**src/rtl/ecc_codec_pkg.sv**
```systemverilog
package ecc_codec_pkg;

  localparam int DATA_W  = 64;
  localparam int CHK_W   = 8;
  localparam int CW_W    = DATA_W + CHK_W;
  localparam int PIN_IDX = 17;
  localparam logic [CHK_W-1:0] PIN_COL = 8'h52;

  typedef logic [DATA_W-1:0][CHK_W-1:0] col_tbl_t;

  typedef enum logic [1:0] {
    ST_CLEAN = 2'b00,
    ST_FIXED = 2'b01,
    ST_FATAL = 2'b10
  } ecc_status_e;

  function automatic int popcnt(input logic [CHK_W-1:0] v);
    int n;
    n = 0;
    for (int b = 0; b < CHK_W; b++) n += int'(v[b]);
    return n;
  endfunction

  // Odd-weight column table: weight 3 ascending, then weight 5 ascending,
  // with the pinned column moved to the pinned data position.
  function automatic col_tbl_t build_cols();
    col_tbl_t t;
    int n;
    int pin_at;
    logic [CHK_W-1:0] tmp;
    t = '0;
    n = 0;
    pin_at = -1;
    for (int w = 3; w <= CHK_W; w += 2) begin
      for (int v = 1; v < (1 << CHK_W); v++) begin
        if (n < DATA_W && popcnt(v[CHK_W-1:0]) == w) begin
          t[n] = v[CHK_W-1:0];
          n++;
        end
      end
    end
    for (int k = 0; k < DATA_W; k++) begin
      if (t[k] == PIN_COL) pin_at = k;
    end
    if (pin_at >= 0) begin
      tmp        = t[PIN_IDX];
      t[PIN_IDX] = t[pin_at];
      t[pin_at]  = tmp;
    end
    return t;
  endfunction

  // Data bits feeding check bit r.
  function automatic logic [DATA_W-1:0] row_sel(input col_tbl_t t, input int r);
    logic [DATA_W-1:0] s;
    for (int j = 0; j < DATA_W; j++) s[j] = t[j][r];
    return s;
  endfunction

endpackage

```
**src/rtl/ecc_check_gen.sv**
```systemverilog
module ecc_check_gen
  import ecc_codec_pkg::*;
(
  input  logic [DATA_W-1:0] data,
  output logic [CHK_W-1:0]  check
);

  localparam col_tbl_t H = build_cols();

  for (genvar r = 0; r < CHK_W; r++) begin : g_row
    localparam logic [DATA_W-1:0] SEL = row_sel(H, r);
    assign check[r] = ^(data & SEL);
  end

endmodule

```
**src/rtl/ecc_syndrome.sv**
```systemverilog
module ecc_syndrome
  import ecc_codec_pkg::*;
(
  input  logic [DATA_W-1:0] data,
  input  logic [CHK_W-1:0]  stored,
  output logic [CHK_W-1:0]  syndrome
);

  logic [CHK_W-1:0] recomputed;

  ecc_check_gen u_regen (
    .data  (data),
    .check (recomputed)
  );

  assign syndrome = recomputed ^ stored;

endmodule

```
**src/rtl/ecc_syn_decode.sv**
```systemverilog
module ecc_syn_decode
  import ecc_codec_pkg::*;
(
  input  logic [CHK_W-1:0]  syndrome,
  input  logic [DATA_W-1:0] raw_data,
  output logic [CW_W-1:0]   col_hit,
  output logic              fix_hit,
  output logic              fatal,
  output logic [DATA_W-1:0] fixed_data
);

  localparam col_tbl_t H = build_cols();

  logic [DATA_W-1:0] flip_mask;

  for (genvar j = 0; j < DATA_W; j++) begin : g_dcol
    assign col_hit[j] = (syndrome == H[j]);
  end

  for (genvar i = 0; i < CHK_W; i++) begin : g_ccol
    localparam logic [CHK_W-1:0] ONE = CHK_W'(1) << i;
    assign col_hit[DATA_W+i] = (syndrome == ONE);
  end

  assign flip_mask  = col_hit[DATA_W-1:0];
  assign fix_hit    = |col_hit;
  assign fatal      = (syndrome != '0) && !fix_hit;
  assign fixed_data = fatal ? raw_data : (raw_data ^ flip_mask);

endmodule

```
**src/rtl/ecc_secded_codec.sv**
```systemverilog
module ecc_secded_codec
  import ecc_codec_pkg::*;
(
  input  logic              clk,
  input  logic              rst_n,
  input  logic [63:0]       wr_data,
  output logic [7:0]        wr_check,
  input  logic              rd_valid,
  input  logic [63:0]       rd_data,
  input  logic [7:0]        rd_check,
  output logic              out_valid,
  output logic [63:0]       out_data,
  output logic [7:0]        out_syndrome,
  output logic [1:0]        out_status
);

  logic [CHK_W-1:0]  rd_syn;
  logic [CW_W-1:0]   rd_col_hit;
  logic              rd_fix_hit;
  logic              rd_fatal;
  logic [DATA_W-1:0] rd_fixed;
  ecc_status_e       status_nxt;

  ecc_check_gen u_wr_gen (
    .data  (wr_data),
    .check (wr_check)
  );

  ecc_syndrome u_rd_syn (
    .data     (rd_data),
    .stored   (rd_check),
    .syndrome (rd_syn)
  );

  ecc_syn_decode u_rd_dec (
    .syndrome   (rd_syn),
    .raw_data   (rd_data),
    .col_hit    (rd_col_hit),
    .fix_hit    (rd_fix_hit),
    .fatal      (rd_fatal),
    .fixed_data (rd_fixed)
  );

  always_comb begin
    if (rd_fatal)        status_nxt = ST_FATAL;
    else if (rd_fix_hit) status_nxt = ST_FIXED;
    else                 status_nxt = ST_CLEAN;
  end

  always_ff @(posedge clk or negedge rst_n) begin
    if (!rst_n) begin
      out_valid    <= 1'b0;
      out_data     <= '0;
      out_syndrome <= '0;
      out_status   <= ST_CLEAN;
    end else begin
      out_valid <= rd_valid;
      if (rd_valid) begin
        out_data     <= rd_fixed;
        out_syndrome <= rd_syn;
        out_status   <= status_nxt;
      end
    end
  end

  AST_VALID_FOLLOWS: assert property (@(posedge clk) disable iff (!rst_n)
    rd_valid |=> out_valid);
  AST_VALID_DROPS: assert property (@(posedge clk) disable iff (!rst_n)
    !rd_valid |=> !out_valid);
  AST_IDLE_HOLD: assert property (@(posedge clk) disable iff (!rst_n)
    !rd_valid |=> ($stable(out_data) && $stable(out_syndrome) && $stable(out_status)));
  AST_CLEAN_ZERO_SYN: assert property (@(posedge clk) disable iff (!rst_n)
    (out_valid && out_status == ST_CLEAN) |-> (out_syndrome == '0));
  AST_ONE_COLUMN: assert property (@(posedge clk) disable iff (!rst_n)
    (rd_valid && rd_fix_hit) |-> ($countones(rd_col_hit) == 1));
  AST_FIX_ONE_BIT: assert property (@(posedge clk) disable iff (!rst_n)
    rd_valid |=> ($countones(out_data ^ $past(rd_data)) <= 1));
  AST_FATAL_RAW: assert property (@(posedge clk) disable iff (!rst_n)
    (rd_valid && rd_fatal) |=> (out_data == $past(rd_data) && out_status == ST_FATAL));
  AST_STATUS_LEGAL: assert property (@(posedge clk) disable iff (!rst_n)
    out_status != 2'b11);

endmodule

```
**config.mk**
```make
export PLATFORM = sky130hd
export DESIGN_NAME = ecc_secded_codec
export DESIGN_NICKNAME = d
export VERILOG_FILES = /design/src/rtl/ecc_codec_pkg.sv /design/src/rtl/ecc_check_gen.sv /design/src/rtl/ecc_syndrome.sv /design/src/rtl/ecc_syn_decode.sv /design/src/rtl/ecc_secded_codec.sv
export SDC_FILE = /design/constraint.sdc
export NUM_CORES = 1
export LEC_CHECK = 0
export BUFFER_PORTS_ARGS = -buffer_cell sky130_fd_sc_hd__buf_2
export CELL_PAD_IN_SITES_DETAIL_PLACEMENT = 0
export CELL_PAD_IN_SITES_GLOBAL_PLACEMENT = 1
export CORE_UTILIZATION = 37
export DETAILED_ROUTE_END_ITERATION = 6
export PLACE_DENSITY = 0.81
export SLEW_MARGIN = 20
export SYNTH_ARGS = -nofsm -noshare
export SYNTH_HDL_FRONTEND = slang
export SYNTH_HIERARCHICAL = 1
export SYNTH_SLANG_ARGS = --single-unit
export TNS_END_PERCENT = 100
```
**constraint.sdc**
```tcl
create_clock -name clk -period 1.3 [get_ports clk]
set_clock_uncertainty 0.15 [all_clocks]
set_input_delay 0.065 -clock clk [delete_from_list [all_inputs] [get_ports clk]]
set_output_delay 0.065 -clock clk [all_outputs]
set_load 0.01 [all_outputs]
```
; Word-level counts from Yosys, hierarchy flattened
; Cells that the tools add are included.
[totals]
register_bits = 75
latchBits = 0
ram_bits = 0
mem_bits_ro = 0
inputBits = 139
out_inout_bits = 83
word_cells = 101
mem_count = 0
[classes]
add_sub_neg = 0
multipliers = 0
div_mod_pow = 0
order_cmp = 0
n_eq_ne = 72
shifts = 0
muxes = 3
n_bitwise = 2
n_reduce_logical = 20
[ops]
columns = cell, n
row1 = $reduce_xor A64 Y1, 16
row2 = $eq A8 B8 Y1 const B, 22
row3 = $eq A8 B7 Y1 const B, 18
row4 = $eq A8 B6 Y1 const B, 16
row5 = $reduce_or A72 Y1, 1
row6 = $eq A8 B5 Y1 const B, 8
row7 = $mux W64, 1
row8 = $xor A64 B64 Y64, 1
row9 = $eq A8 B4 Y1 const B, 4
row10 = $eq A8 B3 Y1 const B, 2
row11 = $eq A8 B1 Y1 const B, 1
row12 = $eq A8 B2 Y1 const B, 1
row13 = $reduce_bool A8 Y1, 1
row14 = $xor A8 B8 Y8, 1
row15 = $mux W2, 1
row16 = $logic_and A1 B1 Y1, 1
row17 = $logic_not A1 Y1, 1
row18 = $mux W1, 1

; Logic depth before layout (Yosys ltp)
[logic_depth]
word_depth = 7
mapped_depth = 15
ltp_nobuf = 13

; By module
; The synthesis kept the hierarchy.
[by_module_without_submodules]
columns = mod, instances, cells_per_inst, area_per_inst_um2, seq_area_each_um2
row1 = ecc_secded_codec, 1, 159, 2972.9, 1876.8
row2 = ecc_check_gen, 2, 112, 1375.1, 0.0
row3 = ecc_syn_decode, 1, 287, 1779.2, 0.0
row4 = ecc_syndrome, 1, 8, 70.1, 0.0

; Worst setup path after synthesis
; OpenSTA, ideal clock, no wires.
[synth_timing]
kind = input to register
start = in rd_data[57]
end = reg out_status[0]
setup_ps = 127
arrival_ps = 2939
required_ps = 1023
setup_slack_ps = -1917
path_stages = 14
n_path_buf = 2
path_cell_list = xnor2_1 xnor3_2 xnor3_1 xnor2_1 xor2_1 buf_4 buf_2 xnor2_1 o31ai_1 a211oi_1 nand4_1 or3_1 nand3b_1 o21ai_0
[synth_via]
elab_chain_cells = 7
word_cells_on_any_way = 84
classes_between = eq/ne (72) / mux (2) / bitwise (1) / reduce/logical (9)
[synth_lines]
columns = element, line_no
row1 = "start, declared", ecc_secded_codec.sv:9  ; input logic [63:0] rd_data,
row2 = $reduce_xor A64 Y1 *, ecc_check_gen.sv:12  ; assign check[r] = ^(data & SEL);
row3 = via u_rd_syn.recomputed[2], ecc_syndrome.sv:9  ; logic [CHK_W-1:0] recomputed;
row4 = $xor A8 B8 Y8 *, ecc_syndrome.sv:16  ; assign syndrome = recomputed ^ stored;
row5 = via rd_syn[2], ecc_secded_codec.sv:17  ; logic [CHK_W-1:0] rd_syn;
row6 = "$eq A8 B1 Y1, or another cell as far along", ecc_syn_decode.sv:22  ; assign col_hit[DATA_W+i] = (syndrome == ONE);
row7 = $reduce_or A72 Y1 *, ecc_syn_decode.sv:26  ; assign fix_hit = |col_hit;
row8 = via rd_fix_hit, ecc_secded_codec.sv:19  ; logic rd_fix_hit;
row9 = $logic_not A1 Y1, ecc_syn_decode.sv:27  ; assign fatal = (syndrome != '0) && !fix_hit;
row10 = $logic_and A1 B1 Y1, ecc_syn_decode.sv:27
row11 = $mux W2 *, ecc_secded_codec.sv:45  ; if (rd_fatal) status_nxt = ST_FATAL;
row12 = "end signal, assigned", ecc_secded_codec.sv:61  ; out_status <= status_nxt;
row13 = "end, declared", ecc_secded_codec.sv:14  ; output logic [1:0] out_status
; The timed path passes the listed nets; every way through them passes the cells marked *.
; A chain may end at the register's enable or synchronous reset.

; Worst setup path in the final report
[layout_timing]
start = in rd_data[18]
end = reg out_status[1]
[layout_via]
elab_chain_cells = 7
word_cells_on_any_way = 81
classes_between = eq/ne (72) / mux (1) / bitwise (1) / reduce/logical (7)
[layout_lines]
columns = element, line_no
row1 = $reduce_xor A64 Y1 *, ecc_check_gen.sv:12
row2 = via u_rd_syn.recomputed[5], ecc_syndrome.sv:9
row3 = $xor A8 B8 Y8 *, ecc_syndrome.sv:16
row4 = via rd_syn[5], ecc_secded_codec.sv:17
row5 = "$eq A8 B1 Y1, or another cell as far along", ecc_syn_decode.sv:22
row6 = $reduce_or A72 Y1, ecc_syn_decode.sv:26
row7 = $logic_not A1 Y1, ecc_syn_decode.sv:27
row8 = $logic_and A1 B1 Y1 *, ecc_syn_decode.sv:27
row9 = via rd_fatal, ecc_secded_codec.sv:20  ; logic rd_fatal;
row10 = $mux W2 *, ecc_secded_codec.sv:45
; Marked as above.

==> results.json <==
{
  "synthCells": 669,
  "clock_sinks": 75,
  "critical_path.cell_chain": "buf_8 -> xnor3_1 -> xnor2_2 -> xor2_2 -> buf_4 -> xnor3_1 -> xor2_2 -> buf_12 -> buf_12 -> buf_4 -> nor3_4 -> or4bb_1 -> o31ai_4 -> a211oi_2 -> nand4_1 -> buf_4 -> nor3_2 -> mux2_4",
  "ir_drop_mv": 2.10,
  "rr_worst_depth": 1,
  "critical-path-max-stage-delay_ps": 470,
  "rr_endpoint": "out_data[29]$_DFFE_PN0P_",
  "antenna_left": 0,
  "crit_top_cell": "buf_4",
  "leakage_nw": 6.44,
  "avgSynthCellArea_sq_um": 11.3,
  "cts_tree": "done",
  "grt_max_degree": 76,
  "fill_cells": 1392,
  "status": "finished with violations",
  "grt_remaining_overflow": 0,
  "r2r-start": "out_data[29]$_DFFE_PN0P_",
  "max_freq_mhz": 305,
  "syn_nets": 808,
  "yosys_warnings": 6,
  "numPortBuffers": 221,
  "design_area_sq_um": 13200,
  "critical_path_peak_fanout": 5,
  "setup_tns_ps": -115070,
  "max-cap-violations": 0,
  "worst-path-buf-inv": 6,
  "grt_pass1_vias": 7060,
  "rrSetupSlack_ps": 340,
  "syn-cell-area_sq_um": 7540,
  "worstPathRequired_ps": 1380,
  "drc": 0,
  "worstSetupEndpoint": "out_status[1]$_DFFE_PN0P_",
  "cts_root_buf": "clkbuf_16",
  "cp_slowest_cell": "or4bb_1",
  "viasPerCell": 4.88,
  "drive_above_1_share": 0.668,
  "vias": 6877,
  "placed_cells": 1329,
  "min_path_type": "input pin to flop",
  "hpwl_microns": 20600,
  "critical_path_arrival_ps": 3360,
  "die_w_microns": 145,
  "design.core.area_sq_um": 19700,
  "tightest_slew_ps": 601,
  "clk_latency_ps": 340,
  "htree_levels": 3,
  "wl_per_cell_microns": 19.7,
  "setup.worst_path.end_class": "flop",
  "path_depth": 18,
  "clockBufferDepth": 2,
  "startpoint_type": "input pin",
  "final_cells": 1408,
  "placed_area_sq_um": 10800,
  "cts-buffers-inserted": 9,
  "worst_slew_margin_rel": 0.594,
  "rsz0062_at_grt": "yes",
  "nets": 1277,
  "slew_violations": 0,
  "die_y_microns": 145,
  "min_period_over_period": 2.52,
  "grt_pass1_wl_microns": 39100,
  "violations": "negative setup slack",
  "final_core_util": 0.669,
  "gp_congestion": 0.890,
  "antenna_found_initial": 0,
  "antenna_cells": 0,
  "first_pass_iters": 4,
  "path_class": "input pin to flop",
  "finalWorstSetupSlack_ps": -1980,
  "drt_wl_total_microns": 27800,
  "ios": 222,
  "drtIter0Drc": 314,
  "layout_min_cycle_time_ps": 3280,
  "syn_to_final_growth_pct": 74.9,
  "crit_family": "XOR/XNOR gates",
  "hold_viol": 0,
  "track_usage": 0.254,
  "startpoint": "rd_data[18]",
  "fin_hold_ws_ps": 3.41,
  "powerDensity_nw_per_um2": 2920,
  "clkTransAtPathRegs_ps": 60,
  "num_rows": 51,
  "start_util": 0.382,
  "setup_violations": 82,
  "dieArea_sq_um": 20900
}
## worst min path at each step
stage                     start                        to  slack (ps)  cells after the start
global route         rd_data[9]   out_data[9]$_DFFE_PN0P_           7                      3
global placement          rst_n  out_data[22]$_DFFE_PN0P_         -40                      2
finish              rd_data[31]  out_data[31]$_DFFE_PN0P_           3                      3
CTS                 rd_data[15]  out_data[15]$_DFFE_PN0P_         0.2                      3
detailed placement        rst_n  out_data[21]$_DFFE_PN0P_         -30                      2
floorplan                 rst_n   out_data[0]$_DFFE_PN0P_        -380                      0
## placed cells by master (no fill, tap or decap), types with 35 or more instances in the layout
master	count
buf_4	198
dfrtp_1	75
mux2_4	59
xnor2_1	88
xor2_1	88
buf_6	80
xnor3_1	40
xnor2_2	48
buf_2	179
nor2_4	35
## flip-flops by register name, summed over array words and instances (netlist names)
register      count
out_syndrome      8
out_status        2
out_valid         1
out_data         64
## per-stage QoR
step	worst slack [ps]	total power, mW
2_1_floorplan	-1760	16.0
3_3_place_gp	-2300	25.3
3_5_place_dp	-2330	25.3
4_1_cts	-1840	33.8
5_1_grt	-2110	40.2
6_report	-1980	38.5
## report_power, final
group / internal (mW) / switching [mW]
sequential: 2.88 / 0.300
combinational: 16.9 / 15.6
clock: 1.88 / 1.03
## area by class of cell
cell class	instances	area (sq um)	share of cell area
tap	265	332	0.0251
clock buffer	10	229	0.0174
inverter	3	11.3	0.000854
timing repair buffer	484	3760	0.285
multi-input combinational	565	6870	0.521
clock inverter	6	113	0.00854
sequential	75	1880	0.142
## per-layer routing
metal  vias to the layer above  share of wire  track usage
met3                        39          0.050       0.0365
li1                       3208              -            -
met4                         0          0.023       0.0814
met5                         -              0            0
met1                      3404           0.42        0.317
met2                       226           0.51        0.450
## repair_timing
| action | CTS | global route |
|---|---|---|
| setup buffers | 39 | 33 |
| gates cloned | 1 | 1 |
| hold buffers | 2 | 0 |
| hold endpoints to repair | 76 | 0 |
| gates resized for setup | 148 | 188 |
| endpoints found under the setup margin | 82 | 82 |
| pin swaps | 47 | 60 |
Note: power is estimated with default switching activity, not from simulation.
